$ cat src/rtl/rtc_pkg.sv
package rtc_pkg;
  localparam int unsigned ADDR_W = 3;

  typedef enum logic [ADDR_W-1:0] {
    ADDR_SEC  = 3'd0,
    ADDR_SUB  = 3'd1,
    ADDR_TRIM = 3'd2,
    ADDR_MSEC = 3'd3,
    ADDR_MSUB = 3'd4,
    ADDR_IRQ  = 3'd5
  } reg_addr_e;
endpackage

$ cat src/rtl/rtc_regs.sv
module rtc_regs
  import rtc_pkg::*;
#(
  parameter int unsigned SEC_W  = 32,
  parameter int unsigned SUB_W  = 15,
  parameter int unsigned TRIM_W = 16
) (
  input  logic              clk_i,
  input  logic              rst_ni,
  input  logic              wr_en_i,
  input  logic [ADDR_W-1:0] wr_addr_i,
  input  logic [SEC_W-1:0]  wr_data_i,
  output logic [TRIM_W-1:0] trim_o,
  output logic [SEC_W-1:0]  msec_o,
  output logic [SUB_W-1:0]  msub_o,
  output logic              sec_wr_o,
  output logic              sub_wr_o,
  output logic              irq_clr_o
);
  localparam logic [TRIM_W-1:0] TRIM_NOM = TRIM_W'((1 << SUB_W) - 1);

  reg_addr_e addr;
  assign addr = reg_addr_e'(wr_addr_i);

  assign sec_wr_o  = wr_en_i && (addr == ADDR_SEC);
  assign sub_wr_o  = wr_en_i && (addr == ADDR_SUB);
  assign irq_clr_o = wr_en_i && (addr == ADDR_IRQ) && wr_data_i[0];

  always_ff @(posedge clk_i or negedge rst_ni) begin
    if (!rst_ni) begin
      trim_o <= TRIM_NOM;
      msec_o <= '0;
      msub_o <= '0;
    end else if (wr_en_i) begin
      case (addr)
        ADDR_TRIM: trim_o <= wr_data_i[TRIM_W-1:0];
        ADDR_MSEC: msec_o <= wr_data_i;
        ADDR_MSUB: msub_o <= wr_data_i[SUB_W-1:0];
        default: ;
      endcase
    end
  end
endmodule

$ cat src/rtl/rtc_trim_ctl.sv
module rtc_trim_ctl #(
  parameter int unsigned SEC_W      = 32,
  parameter int unsigned SUB_W      = 15,
  parameter int unsigned TRIM_W     = 16,
  parameter int unsigned CNT_PERIOD = 64,
  parameter int unsigned CAL_PERIOD = 60
) (
  input  logic [SEC_W-1:0]  secs_i,
  input  logic              cal_mode_i,
  input  logic [TRIM_W-1:0] trim_i,
  output logic              slot_o,
  output logic [SUB_W-1:0]  load_o,
  output logic              replay_o
);
  logic cnt_zero, cal_zero;

  // power-of-two periods reduce to a bit test
  if ((CNT_PERIOD & (CNT_PERIOD - 1)) == 0) begin : g_cnt_pow2
    assign cnt_zero = (secs_i[$clog2(CNT_PERIOD)-1:0] == '0);
  end else begin : g_cnt_mod
    assign cnt_zero = ((secs_i % SEC_W'(CNT_PERIOD)) == '0);
  end

  if ((CAL_PERIOD & (CAL_PERIOD - 1)) == 0) begin : g_cal_pow2
    assign cal_zero = (secs_i[$clog2(CAL_PERIOD)-1:0] == '0);
  end else begin : g_cal_mod
    assign cal_zero = ((secs_i % SEC_W'(CAL_PERIOD)) == '0);
  end

  assign slot_o   = cal_mode_i ? cal_zero : cnt_zero;
  // 0xFFFF-T above nominal, 0x7FFF-T below: both equal ~T over the low bits
  assign load_o   = ~trim_i[SUB_W-1:0];
  assign replay_o = trim_i[TRIM_W-1];
endmodule

$ cat src/rtl/rtc_counter.sv
module rtc_counter #(
  parameter int unsigned SEC_W = 32,
  parameter int unsigned SUB_W = 15
) (
  input  logic             clk_i,
  input  logic             rst_ni,
  input  logic             step_i,
  input  logic             sec_wr_i,
  input  logic             sub_wr_i,
  input  logic [SEC_W-1:0] wr_data_i,
  input  logic             slot_i,
  input  logic [SUB_W-1:0] load_i,
  input  logic             replay_i,
  output logic [SEC_W-1:0] secs_o,
  output logic [SUB_W-1:0] subsec_o,
  output logic [SEC_W-1:0] secs_nx_o,
  output logic [SUB_W-1:0] subsec_nx_o,
  output logic             adv_o
);
  localparam logic [SUB_W-1:0] SUB_MAX = '1;

  logic [SEC_W-1:0] sec_q, sec_d;
  logic [SUB_W-1:0] sub_q, sub_d;
  logic             rep_q, rep_d;

  always_comb begin
    sec_d = sec_q;
    sub_d = sub_q;
    rep_d = rep_q;
    adv_o = 1'b0;
    if (sec_wr_i) begin
      sec_d = wr_data_i;
      sub_d = '0;
      rep_d = 1'b0;
    end else if (sub_wr_i) begin
      sub_d = wr_data_i[SUB_W-1:0];
    end else if (step_i) begin
      adv_o = 1'b1;
      if (sub_q != SUB_MAX) begin
        sub_d = sub_q + SUB_W'(1);
      end else if (rep_q) begin
        sub_d = '0;              // end of replay: wrap without a second
        rep_d = 1'b0;
      end else if (slot_i) begin
        sec_d = sec_q + SEC_W'(1);
        sub_d = load_i;
        rep_d = replay_i;
      end else begin
        sec_d = sec_q + SEC_W'(1);
        sub_d = '0;
      end
    end
  end

  always_ff @(posedge clk_i or negedge rst_ni) begin
    if (!rst_ni) begin
      sec_q <= '0;
      sub_q <= '0;
      rep_q <= 1'b0;
    end else begin
      sec_q <= sec_d;
      sub_q <= sub_d;
      rep_q <= rep_d;
    end
  end

  assign secs_o      = sec_q;
  assign subsec_o    = sub_q;
  assign secs_nx_o   = sec_d;
  assign subsec_nx_o = sub_d;
endmodule

$ cat src/rtl/rtc_match.sv
module rtc_match #(
  parameter int unsigned SEC_W = 32,
  parameter int unsigned SUB_W = 15
) (
  input  logic             clk_i,
  input  logic             rst_ni,
  input  logic             adv_i,
  input  logic [SEC_W-1:0] secs_nx_i,
  input  logic [SUB_W-1:0] subsec_nx_i,
  input  logic [SEC_W-1:0] msec_i,
  input  logic [SUB_W-1:0] msub_i,
  input  logic             irq_clr_i,
  output logic             match_o,
  output logic             irq_o
);
  logic hit;
  assign hit = adv_i && (secs_nx_i == msec_i) && (subsec_nx_i == msub_i);

  always_ff @(posedge clk_i or negedge rst_ni) begin
    if (!rst_ni) begin
      match_o <= 1'b0;
      irq_o   <= 1'b0;
    end else begin
      match_o <= hit;
      if (match_o)        irq_o <= 1'b1;   // set wins over clear
      else if (irq_clr_i) irq_o <= 1'b0;
    end
  end
endmodule

$ cat src/rtl/rtc_trim_match.sv
module rtc_trim_match
  import rtc_pkg::*;
#(
  parameter int unsigned SEC_W      = 32,
  parameter int unsigned SUB_W      = 15,
  parameter int unsigned CNT_PERIOD = 64,
  parameter int unsigned CAL_PERIOD = 60
) (
  input  logic              clk_i,
  input  logic              rst_ni,
  input  logic              tick_i,
  input  logic              run_i,
  input  logic              cal_mode_i,
  input  logic              wr_en_i,
  input  logic [ADDR_W-1:0] wr_addr_i,
  input  logic [SEC_W-1:0]  wr_data_i,
  output logic [SEC_W-1:0]  secs_o,
  output logic [SUB_W-1:0]  subsec_o,
  output logic              match_o,
  output logic              irq_o
);
  localparam int unsigned TRIM_W = SUB_W + 1;

  logic [TRIM_W-1:0] trim_w;
  logic [SEC_W-1:0]  msec_w, secs_nx_w;
  logic [SUB_W-1:0]  msub_w, subsec_nx_w, load_w;
  logic sec_wr_w, sub_wr_w, irq_clr_w, slot_w, replay_w, adv_w;

  rtc_regs #(.SEC_W(SEC_W), .SUB_W(SUB_W), .TRIM_W(TRIM_W)) i_regs (
    .clk_i, .rst_ni, .wr_en_i, .wr_addr_i, .wr_data_i,
    .trim_o(trim_w), .msec_o(msec_w), .msub_o(msub_w),
    .sec_wr_o(sec_wr_w), .sub_wr_o(sub_wr_w), .irq_clr_o(irq_clr_w)
  );

  rtc_trim_ctl #(
    .SEC_W(SEC_W), .SUB_W(SUB_W), .TRIM_W(TRIM_W),
    .CNT_PERIOD(CNT_PERIOD), .CAL_PERIOD(CAL_PERIOD)
  ) i_trim (
    .secs_i(secs_o), .cal_mode_i, .trim_i(trim_w),
    .slot_o(slot_w), .load_o(load_w), .replay_o(replay_w)
  );

  rtc_counter #(.SEC_W(SEC_W), .SUB_W(SUB_W)) i_cnt (
    .clk_i, .rst_ni, .step_i(tick_i && run_i),
    .sec_wr_i(sec_wr_w), .sub_wr_i(sub_wr_w), .wr_data_i,
    .slot_i(slot_w), .load_i(load_w), .replay_i(replay_w),
    .secs_o, .subsec_o, .secs_nx_o(secs_nx_w), .subsec_nx_o(subsec_nx_w),
    .adv_o(adv_w)
  );

  rtc_match #(.SEC_W(SEC_W), .SUB_W(SUB_W)) i_match (
    .clk_i, .rst_ni, .adv_i(adv_w),
    .secs_nx_i(secs_nx_w), .subsec_nx_i(subsec_nx_w),
    .msec_i(msec_w), .msub_i(msub_w), .irq_clr_i(irq_clr_w),
    .match_o, .irq_o
  );
endmodule

$ cat config.mk
export PLATFORM = sky130hd
export DESIGN_NAME = rtc_trim_match
export DESIGN_NICKNAME = d
export VERILOG_FILES = /design/src/rtl/rtc_pkg.sv /design/src/rtl/rtc_regs.sv /design/src/rtl/rtc_trim_ctl.sv /design/src/rtl/rtc_counter.sv /design/src/rtl/rtc_match.sv /design/src/rtl/rtc_trim_match.sv
export SDC_FILE = /design/constraint.sdc
export NUM_CORES = 1
export LEC_CHECK = 0
export BUFFER_PORTS_ARGS = -buffer_cell sky130_fd_sc_hd__buf_2
export CORE_AREA = 2 2 135 170
export DETAILED_ROUTE_END_ITERATION = 10
export DIE_AREA = 0 0 137 172
export PLACE_DENSITY = 0.79
export RECOVER_POWER = 50
export SETUP_SLACK_MARGIN = 0.3
export SYNTH_ARGS = -nofsm -noshare
export SYNTH_HDL_FRONTEND = slang
export SYNTH_SLANG_ARGS = --single-unit
$ cat constraint.sdc
create_clock -name clk_i -period 13.8 [get_ports clk_i]
set_input_delay 1.38 -clock clk_i [delete_from_list [all_inputs] [get_ports clk_i]]
set_output_delay 1.38 -clock clk_i [all_outputs]
set_load 0.05 [all_outputs]
Word-level counts from Yosys, hierarchy flattened
Index checks and enable logic that the tools add are counted.
Storage, ports and cells
  output and inout port bits: 49
  flip-flop bits (word level): 113
  input bits: 41
Cells by class
  bitwise logic cells: 1
  equal/unequal tests: 10
  reductions and logical operators: 16
  divide/modulo/power cells: 1
  muxes and demuxes: 23
  add/subtract/negate cells: 2
Operators with widths (number)
  32-bit 2-to-1 mux: 5
  15-bit 2-to-1 mux: 6
  32-bit by 1-bit adder with 32-bit output (second input constant): 1
  32-bit equality test: 1
  32-bit logical NOT: 1
  32-bit by 6-bit modulo with 32-bit output (second input constant): 1
  15-bit by 1-bit adder with 15-bit output (second input constant): 1
  15-bit equality test: 1
  15-bit != test (second input constant): 1
  15-bit inverter: 1
  1-bit 2-to-1 mux: 12
  1-bit logical AND: 7
  3-bit by 2-bit equality test with 1-bit output (second input constant): 2
  3-bit equality test (second input constant): 2
  6-bit logical NOT: 1
  2-bit AND reduction: 3
  2-bit by 1-bit != test with 1-bit output (second input constant): 2
  2-bit nonzero test: 2
  3-bit by 1-bit equality test with 1-bit output (second input constant): 1
  3-bit logical NOT: 1
  3-bit AND reduction: 1

Longest topological paths before layout
  depth after elaboration: 11
  mapped depth: 49
  gate-level depth less buffers: 43

Modules after synthesis
A second synthesis with hierarchy kept.
Second synthesis, totals
  cell total of the unflattened synthesis: 1295
  area, all modules: 10953.0 µm²
By module, submodules not included
  rtc_trim_ctl: instances 1, area each 4752.1 µm², cells each 697
  rtc_counter: instances 1, area each 3128.0 µm², cells each 383
  rtc_regs: instances 1, area each 2468.6 µm², cells each 142
  rtc_match: instances 1, area each 598.1 µm², cells each 72
  rtc_trim_match: instances 1, area each 6.3 µm², cells each 1

Worst setup path after synthesis
OpenSTA, ideal clock, no wires.
  path kind: register to register
  start point: register i_cnt.sec_q[27] (netlist: i_cnt.secs_o[27])
  end point: register i_match.match_o
  buffers on the path: 3
  slack: 1506 ps
  arrival time: 12193 ps
  stages on the path, launching flop included: 46
  data required time: 13699 ps
  cells stage by stage: dfrtp_1 > buf_4 > or3b_1 > a211oi_2 > o21ai_2 > a21o_1 > a211oi_4 > mux2_2 > nor2_2 > a2111oi_4 > or3_4 > a21o_1 > a211oi_2 > mux2i_1 > a31oi_1 > buf_2 > a2111oi_0 > a21oi_1 > [10 not listed] > o32ai_1 > or4_4 > or2_1 > a2111oi_4 > nand2_1 > o311ai_4 > a21oi_1 > or3_1 > o21ai_2 > mux2_1 > o32a_1 > a2111oi_2 > o2111ai_2 > a211oi_1 > mux2_1 > nor4_1 > o2111ai_1 > nor4_1
On the way
  cells in the longest elaborated chain, start to end: 11
Ends and longest elaborated chain
  from (decl): RTL line rtc_counter.sv:22  | logic [SEC_W-1:0] sec_q, sec_d;
  from (signal assigned): RTL line rtc_counter.sv:57  | sec_q <= '0;
  from (signal assigned): RTL line rtc_counter.sv:61  | sec_q <= sec_d;
  32-bit by 6-bit modulo with 32-bit output: RTL line rtc_trim_ctl.sv:27  | assign cal_zero = ((secs_i % SEC_W'(CAL_PERIOD)) == '0);
  32-bit logical NOT: RTL line rtc_trim_ctl.sv:27
  1-bit 2-to-1 mux: RTL line rtc_trim_ctl.sv:30  | assign slot_o = cal_mode_i ? cal_zero : cnt_zero;
  15-bit 2-to-1 mux: RTL line rtc_counter.sv:44  | end else if (slot_i) begin
  15-bit 2-to-1 mux: RTL line rtc_counter.sv:41  | end else if (rep_q) begin
  15-bit 2-to-1 mux: RTL line rtc_counter.sv:39  | if (sub_q != SUB_MAX) begin
  15-bit 2-to-1 mux: RTL line rtc_counter.sv:37  | end else if (step_i) begin
  15-bit 2-to-1 mux: RTL line rtc_counter.sv:35  | end else if (sub_wr_i) begin
  15-bit 2-to-1 mux: RTL line rtc_counter.sv:31  | if (sec_wr_i) begin
  15-bit equality test: RTL line rtc_match.sv:17  | assign hit = adv_i && (secs_nx_i == msec_i) && (subsec_nx_i == msub_i);
  1-bit logical AND *: RTL line rtc_match.sv:17
  via i_match.hit: RTL line rtc_match.sv:16  | logic hit;
  to (signal assigned): RTL line rtc_match.sv:24  | match_o <= hit;
  to (decl): RTL line rtc_match.sv:13  | output logic match_o,
Mark *: on every way through the listed nets, which the timed path passes. The rest lies on a longest branch.
A chain may end at the register's enable or synchronous reset.

Worst setup path after layout
  start point: register i_cnt.sec_q[30] (netlist: i_cnt.secs_o[30])
  end point: register i_match.match_o
Same word-level chain as after synthesis.

==> flow_summary.json <==
{
  "share_of_cells_above_drive_strength_1_pct": 29.3,
  "postSynthNetCount": 1320,
  "final_common_cell": "sky130_fd_sc_hd__nand2_1",
  "outcome": "finished with violations",
  "dr_total_vias": 11100,
  "mostFrequentLayoutCells": "sky130_fd_sc_hd__nand2_1 (126), sky130_fd_sc_hd__dfrtp_1 (91), sky130_fd_sc_hd__buf_2 (85)",
  "number_of_antenna_violations_at_the_first_check_in_global_routing": 1,
  "place_hpwl_mm": 23.3,
  "critPathMaxStageDelay_ns": 0.58,
  "final.setup_skew_ns": 0.00903,
  "placedInstanceArea_mm2": 0.0114,
  "worst_slew_margin_pct": -110,
  "num_antenna_cells": 0,
  "post-place-ws_ns": 0.00259,
  "drv_slew": 149,
  "yosys_warnings": 0,
  "holdCritStartpoint": "i_match.irq_o",
  "grt_first_pass_wirelength_mm": 51.6,
  "timing.reg2reg.worst_path_depth": 45,
  "clk-insertion-delay-late_ns": 0.42,
  "ys_async_sr_fraction_pct": 100,
  "postCtsHoldBufs": 0,
  "maxCapViolations": 3,
  "critical_path_class": "register to register",
  "avgViaCountPerCell": 6.65,
  "grt_pass1_vias": 10100,
  "unrepaired_setup_endpoints_after_global_routing": "false",
  "fin_area_mm2": 0.0130,
  "tritoncts": "built",
  "h-tree-depth": 4,
  "fin_setup_tns_ns": 0,
  "dominantRegCellSynth": "sky130_fd_sc_hd__dfrtp_1",
  "pin_count": 90,
  "crit_path_start_kind": "register",
  "floorplan.initialDensity_pct": 49.0,
  "failing_checks": "max-capacitance violations, max-slew violations",
  "crit_start": "i_cnt.secs_o[30]",
  "place.gp.congestion": 0.955,
  "critical-path-slowest-cell": "sky130_fd_sc_hd__or4_4",
  "floorplan_die_width_um": 137,
  "crit-reg2reg-launch": "i_cnt.secs_o[30]",
  "synth-seq-cells": 113,
  "floorplan.die.height_um": 172,
  "fill_cells": 1860,
  "synth.yosys.seq_area_share_pct": 26.4,
  "syn-cell-area_mm2": 0.0108,
  "worst_setup_path_endpoint": "i_match.match_o",
  "timing.critical_path.fanout_max": 11,
  "regToRegSetupSlack_ns": 0.62,
  "cts_buffer_depth": 2,
  "max_freq_mhz": 75.9,
  "post-route-period-util_pct": 95.5,
  "worst_setup_slack_after_layout_ns": 0.620,
  "cts.reportedPaths.clkPinSlew_ns": 0.06,
  "core_area_mm2": 0.0220,
  "setup_violations": 0,
  "critical_path.reg2reg.endpoint": "i_match.match_o",
  "place.port_buffers": 89,
  "critPathRequiredTime_ns": 14.11,
  "total_clock_buffers_created_by_cts": 17,
  "routed_wirelength_mm": 33.8,
  "postSynthCellCount": 1276,
  "wl_per_cell_um": 20.2,
  "path_common_cell": "sky130_fd_sc_hd__a2111oi_4",
  "worst_hold_path_type": "register to register",
  "endpoint_kind": "register",
  "endpoint_arrival_time_on_the_critical_path_ns": 13.49,
  "min_period_ns": 13.18,
  "rows": 61,
  "synth_area_per_cell_um2": 8.44,
  "post-route-util_pct": 59.0,
  "hold_violations": 0,
  "gr-usage-all-layers_pct": 27.1,
  "synth-edff-count": 0,
  "worst-slew-pin-transition_ns": 3.15,
  "clock_tree_sinks": 113,
  "pin_count_of_the_biggest_net_entering_global_routing": 65,
  "nNetsFinal": 1423,
  "drt_pass1_iterations": 5,
  "die_area_mm2": 0.0236,
  "clk_root_buffer_cell": "sky130_fd_sc_hd__clkbuf_16",
  "remaining_drc_errors": 0,
  "first_iter_violations": 941,
  "drt.antenna.violating_nets": 0,
  "grt_overflow_total": 0,
  "netlist-cell-type-count": 125,
  "area.growth.synth_to_final_pct": 20.4
}
==> worst min path at each step <==
stage	endpoint	slack, ns	cells past startpoint
3_5_place_dp	i_match.irq_o	0.46	1
2_1_floorplan	i_regs.trim_o[15]	0.48	1
3_3_place_gp	i_match.irq_o	0.46	1
5_1_grt	i_match.irq_o	0.52	1
6_report	i_match.irq_o	0.47	1
4_1_cts	i_match.irq_o	0.47	1
==> per-layer routing <==
metal / routed length, um / vias up / part of all wire [%] / track usage, %
met2: 16700 / 582 / 50 / 46.1
met4: 1370 / 0 / 4.1 / 11.3
met1: 13100 / 5363 / 39 / 33.6
met5: 0 / - / 0 / 0
li1: - / 5085 / - / -
met3: 2520 / 111 / 7.5 / 4.95
==> worst max-delay path: cells and delay by family (launching register included) <==
kind                   cells  cell delay, ns
and+or+nand+nor           13            3.96
DFF                        1            0.54
AOI/OAI and AO/OA         27            7.29
buffers and inverters      2            0.38
muxes                      3            0.86
==> cell usage after synthesis, types with 23 or more instances <==
cell | number | area (um2)
sky130_fd_sc_hd__o211ai_1 | 23 | 173
sky130_fd_sc_hd__inv_1 | 26 | 97.6
sky130_fd_sc_hd__nand4_1 | 25 | 156
sky130_fd_sc_hd__xnor2_1 | 68 | 596
sky130_fd_sc_hd__o21ai_0 | 73 | 365
sky130_fd_sc_hd__clkbuf_1 | 42 | 158
sky130_fd_sc_hd__a21oi_1 | 70 | 350
sky130_fd_sc_hd__and2_1 | 24 | 150
sky130_fd_sc_hd__a211oi_1 | 23 | 173
sky130_fd_sc_hd__nand2_1 | 126 | 473
sky130_fd_sc_hd__dfrtp_1 | 98 | 2450
sky130_fd_sc_hd__nor2_1 | 91 | 342
sky130_fd_sc_hd__nand3_1 | 51 | 255
sky130_fd_sc_hd__nor3_1 | 33 | 165
sky130_fd_sc_hd__mux2_2 | 67 | 754
==> kinds of logic after synthesis <==
family / share of synthesized area [%]
and+or+nand+nor: 22.7
DFF: 26.4
xor gates and xnor gates: 6.90
muxes: 8.64
buffers and inverters: 3.85
adders and majority gates: 0.534
AOI/OAI and AO/OA: 31.0
==> per-stage QoR <==
| step | hold slack, ns | cells |
|---|---|---|
| global placement | 0.456 | 1592 |
| global route | 0.515 | 1675 |
| finish | 0.471 | 1675 |
| detailed placement | 0.461 | 1592 |
| CTS | 0.473 | 1624 |
| floorplan | 0.480 | 1276 |
==> registers in the layout, indices dropped and copies added (netlist names) <==
signal,flops
i_regs.trim_o,16
i_match.match_o,1
i_cnt.secs_o,32
i_cnt.rep_q,1
i_cnt.subsec_o,15
i_regs.msec_o,32
i_regs.msub_o,15
i_match.irq_o,1
==> area by class of cell <==
cell class | count | area [um2] | area share (%)
Sequential cell | 113 | 2860 | 22.1
Clock buffer | 21 | 460 | 3.55
Multi-Input combinational cell | 1069 | 8120 | 62.6
Timing Repair Buffer | 146 | 877 | 6.76
Clock inverter | 11 | 179 | 1.38
Tap cell | 283 | 354 | 2.73
Inverter | 32 | 120 | 0.926
==> timing repair <==
| action | in CTS | in global routing |
|---|---|---|
| resized for setup | 14 | 96 |
| pin swaps | 0 | 43 |
| setup buffers | 0 | 48 |
| endpoints found under the setup margin | 1 | 17 |
| gates cloned | 0 | 3 |
Power is not shown: default switching activity piles up to over one toggle a cycle in this logic, so the estimate is an artifact.
